File: src/rtl/seqstat_pkg.sv
package seqstat_pkg;

    localparam int REG_W     = 32;
    localparam int NUM_FLAGS = 4;
    localparam int IRQ_BIT   = NUM_FLAGS;
    localparam int RSVD_W    = REG_W - NUM_FLAGS - 1;

    localparam int FLG_DAV  = 0;
    localparam int FLG_OVF  = 1;
    localparam int FLG_TMR  = 2;
    localparam int FLG_IMEM = 3;

    typedef enum logic [1:0] {
        SQM_TIMED   = 2'b00,
        SQM_CONT    = 2'b01,
        SQM_EXTTRIG = 2'b10,
        SQM_SPARE   = 2'b11
    } seq_mode_e;

    typedef logic [NUM_FLAGS-1:0] flag_vec_t;

    typedef struct packed {
        logic is_cont;
        flag_vec_t hold_zero;
        flag_vec_t irq_allow;
    } mode_ctl_t;

    function automatic logic [REG_W-1:0] pack_status(input flag_vec_t f, input logic pend);
        logic [REG_W-1:0] w;
        w = '0;
        w[NUM_FLAGS-1:0] = f;
        w[IRQ_BIT] = pend;
        return w;
    endfunction

endpackage

File: src/rtl/seqstat_mode_ctl.sv
module seqstat_mode_ctl
    import seqstat_pkg::*;
(
    input  logic [1:0] mode,
    output mode_ctl_t  ctl
);
    seq_mode_e m;

    always_comb begin
        m = seq_mode_e'(mode);
        ctl.is_cont   = (m == SQM_CONT);
        ctl.hold_zero = '0;
        ctl.irq_allow = '1;
        if (ctl.is_cont) begin
            ctl.hold_zero[FLG_OVF] = 1'b1;
            ctl.hold_zero[FLG_TMR] = 1'b1;
            ctl.irq_allow          = '0;
            ctl.irq_allow[FLG_IMEM] = 1'b1;
        end
    end
endmodule

File: src/rtl/seqstat_flag_bank.sv
module seqstat_flag_bank
    import seqstat_pkg::*;
(
    input  logic      clk,
    input  logic      rst,
    input  flag_vec_t set_vec,
    input  flag_vec_t clr_vec,
    input  flag_vec_t hold_zero,
    output flag_vec_t flags_q
);
    for (genvar i = 0; i < NUM_FLAGS; i++) begin : g_flag
        always_ff @(posedge clk) begin
            if (rst)
                flags_q[i] <= 1'b0;
            else if (hold_zero[i])
                flags_q[i] <= 1'b0;
            else if (set_vec[i])
                flags_q[i] <= 1'b1;
            else if (clr_vec[i])
                flags_q[i] <= 1'b0;
        end
    end
endmodule

File: src/rtl/seqstat_read_port.sv
module seqstat_read_port
    import seqstat_pkg::*;
(
    input  logic             clk,
    input  logic             rst,
    input  logic             rd_en,
    input  flag_vec_t        flags_vis,
    input  logic             pend,
    output logic [REG_W-1:0] rdata
);
    always_ff @(posedge clk) begin
        if (rst)
            rdata <= '0;
        else if (rd_en)
            rdata <= pack_status(flags_vis, pend);
    end
endmodule

File: src/rtl/adcseq_status.sv
module adcseq_status
    import seqstat_pkg::*;
(
    input  logic             clk,
    input  logic             rst,
    input  logic [1:0]       mode,
    input  logic             ev_seq_done,
    input  logic             ev_last_instr,
    input  logic             ev_timer_elapsed,
    input  logic             seq_busy,
    input  logic             ev_start_empty,
    input  logic             wr_en,
    input  logic [REG_W-1:0] wdata,
    input  logic             rd_en,
    output logic [REG_W-1:0] rdata,
    output logic             irq
);
    mode_ctl_t ctl;
    flag_vec_t set_vec;
    flag_vec_t clr_vec;
    flag_vec_t flags_q;
    flag_vec_t flags_vis;

    seqstat_mode_ctl u_mode (
        .mode (mode),
        .ctl  (ctl)
    );

    always_comb begin
        set_vec           = '0;
        set_vec[FLG_DAV]  = ev_seq_done;
        set_vec[FLG_OVF]  = ev_last_instr & flags_q[FLG_DAV];
        set_vec[FLG_TMR]  = ev_timer_elapsed & seq_busy;
        set_vec[FLG_IMEM] = ev_start_empty;
        clr_vec           = wr_en ? wdata[NUM_FLAGS-1:0] : '0;
    end

    seqstat_flag_bank u_bank (
        .clk       (clk),
        .rst       (rst),
        .set_vec   (set_vec),
        .clr_vec   (clr_vec),
        .hold_zero (ctl.hold_zero),
        .flags_q   (flags_q)
    );

    // Flags held from an earlier mode stay hidden during the first continuous cycle
    assign flags_vis = flags_q & ~ctl.hold_zero;
    assign irq       = |(flags_vis & ctl.irq_allow);

    seqstat_read_port u_rd (
        .clk       (clk),
        .rst       (rst),
        .rd_en     (rd_en),
        .flags_vis (flags_vis),
        .pend      (irq),
        .rdata     (rdata)
    );
endmodule

File: config.mk
export PLATFORM = sky130hd
export DESIGN_NAME = adcseq_status
export DESIGN_NICKNAME = d
export VERILOG_FILES = /design/src/rtl/seqstat_pkg.sv /design/src/rtl/seqstat_mode_ctl.sv /design/src/rtl/seqstat_flag_bank.sv /design/src/rtl/seqstat_read_port.sv /design/src/rtl/adcseq_status.sv
export SDC_FILE = /design/constraint.sdc
export NUM_CORES = 1
export LEC_CHECK = 0
export ABC_AREA = 1
export BUFFER_PORTS_ARGS = -buffer_cell sky130_fd_sc_hd__buf_2
export CAP_MARGIN = 30
export CELL_PAD_IN_SITES_DETAIL_PLACEMENT = 0
export CELL_PAD_IN_SITES_GLOBAL_PLACEMENT = 1
export CORE_MARGIN = 1.5
export CORE_UTILIZATION = 22
export DETAILED_ROUTE_END_ITERATION = 6
export PLACE_DENSITY_LB_ADDON = 0.08
export SETUP_SLACK_MARGIN = 0.02
export SLEW_MARGIN = 20
export SYNTH_ARGS = -nofsm -noshare
export SYNTH_HDL_FRONTEND = slang
export SYNTH_HIERARCHICAL = 1
export SYNTH_SLANG_ARGS = --single-unit
File: constraint.sdc
create_clock -name clk -period 1.17 [get_ports clk]
set_input_delay 0.117 -clock clk [delete_from_list [all_inputs] [get_ports clk]]
set_output_delay 0.117 -clock clk [all_outputs]
set_load 0.01 [all_outputs]
==> reports/metrics.cfg <==
[drt]
routed-via-count=589
topRoutingLayerUsed=met4
wl_met2_um=536
wl_per_cell_um=6.24
dr.pass1.iters=4
drt_wl_total_um=1250
route.detailed.drc=0
drtIter0Drc=24
ant_nets=0
viasPerCell=2.95
wl_met1_um=603
met3_length_um=90

[worst_hold_path]
min-delay-start=ev_start_empty
hold_class=primary input to register
worstHoldEndpoint=u_bank/flags_q[3]
whs_path_depth=3

[power]
p_per_area_nw_per_um2=995
power.leakage_nw=0.535
p_total_uw=878
vdd_ir_drop_max_v=0.000250

[setup_path]
reg2reg_depth=8
crit_type=register to output port
worstSetupStartpointType=register
critical_path.max_fanout=3
cp_data_required_time_ns=1.05
rr_endpoint=u_rd/rdata[4]
r2r-start=u_bank/flags_q[0]
r2r_slack_ns=0.33
endpoint_kind=output port
critPathArrivalTime_ns=0.93

[sta]
finalMaxSlewViolations=0
fin_crit_sh_pct=89.5
setup_viol=0
hold_viol=0
grt_setup_unrepaired=no
tns_ns=0
fmaxAchievable_mhz=955
period_needed_ns=1.05
skew_ns=0.000184

[floorplan]
die_area_sq_um=4050
start_util_pct=23.5
die_height_um=63.6
io_pins=76
die_w_um=63.6
num_rows=21
core_sq_um=3440

[run_status]
status=completed

[cts]
cts_tree=built
cts_max_path_buffers=2
clk_latency_ns=0.23
cts_root_buffer=clkbuf_8
cts_num_sinks=9
htreeDepth=1
clk_pin_slew_worst_paths_ns=0.05
cts_buffers=3

[placed_design]
postPlaceCellArea_sq_um=816
portBuffers=20
gp_congestion=0.692
dp_hpwl_um=1030

[cells_and_area]
fin_area_sq_um=883
final_nets=198
layout_common_cells=36 x inv_1, 30 x conb_1, 27 x nand2_1
drive_gt1_share_pct=24.0
mostFrequentLayoutCell=inv_1
antennaDiodeCount=0
finish.utilization_pct=25.7
num-fill-cells=420
area_growth_syn_to_layout_pct=9.29

[grt]
grt_overflow=0
grt_max_degree=11
antenna_found_initial=0
grt_pass1_wl_um=2080
grt_pass1_vias=510
track_usage_pct=6.55

[synth]
yosysWarnings=6
syn_area_sq_um=808
syn_inst=134
avgSynthCellArea_sq_um=6.03

[job]
max_cap_viol_count=0

through the flow:
stage	hold WS [ns]	worst slack (ns)	instances
after floorplan	0.260	0.236	161
after global placement	0.368	0.198	194
after detailed placement	0.371	0.191	194
after CTS	0.123	0.0216	198
after global routing	0.131	0.0479	200
final	0.117	0.123	200
critical path, cell delays in order (launching register included):
cell and delay (ns):
dfxtp_2 0.33, nand3_1 0.07, nand2_1 0.06, inv_1 0.04, nand2_2 0.06, buf_2 0.12
where the power goes:
group / switching, mW / leakage, nW / internal [mW]
Combinational: 0.114 / 0.437 / 0.0596
Sequential: 0.00842 / 0.0757 / 0.324
Clock: 0.134 / 0.0228 / 0.239
area by class of cell:
cell class	count	area, sq um	area share, %
multi-input cells	81	334	37.8
flip-flops and latches	9	185	21.0
inverters	37	139	15.7
repair buffers	23	123	13.9
well taps	46	57.6	6.52
clock buffers	4	45.0	5.10
worst max path at each step:
stage | from | endpoint | slack, ns | cells after the start
finish | u_bank/flags_q[0] | irq | 0.12 | 5
global placement | mode[1] | u_rd/rdata[4] | 0.20 | 11
floorplan | mode[0] | u_rd/rdata[4] | 0.24 | 12
CTS | u_bank/flags_q[0] | irq | 0.02 | 5
global route | u_bank/flags_q[3] | irq | 0.05 | 5
detailed placement | mode[1] | u_rd/rdata[4] | 0.19 | 11
flip-flops by register name (all words and copies together), names as in the netlist:
name	cells
u_bank/flags_q	4
u_rd/rdata	5
what timing repair did:
item	CTS	global route
endpoints found under the setup margin	0	1
gates resized for setup	0	5
buffers inserted	0	2
hold buffers	0	0
hold endpoints to repair	0	0
per-layer routing:
layer  up-vias  track usage [%]
li1        346                -
met1       217             8.42
met2        24             9.74
met3         2             1.61
met4         0             4.08
met5         -                0
Note: power is estimated with default switching activity, not from simulation.
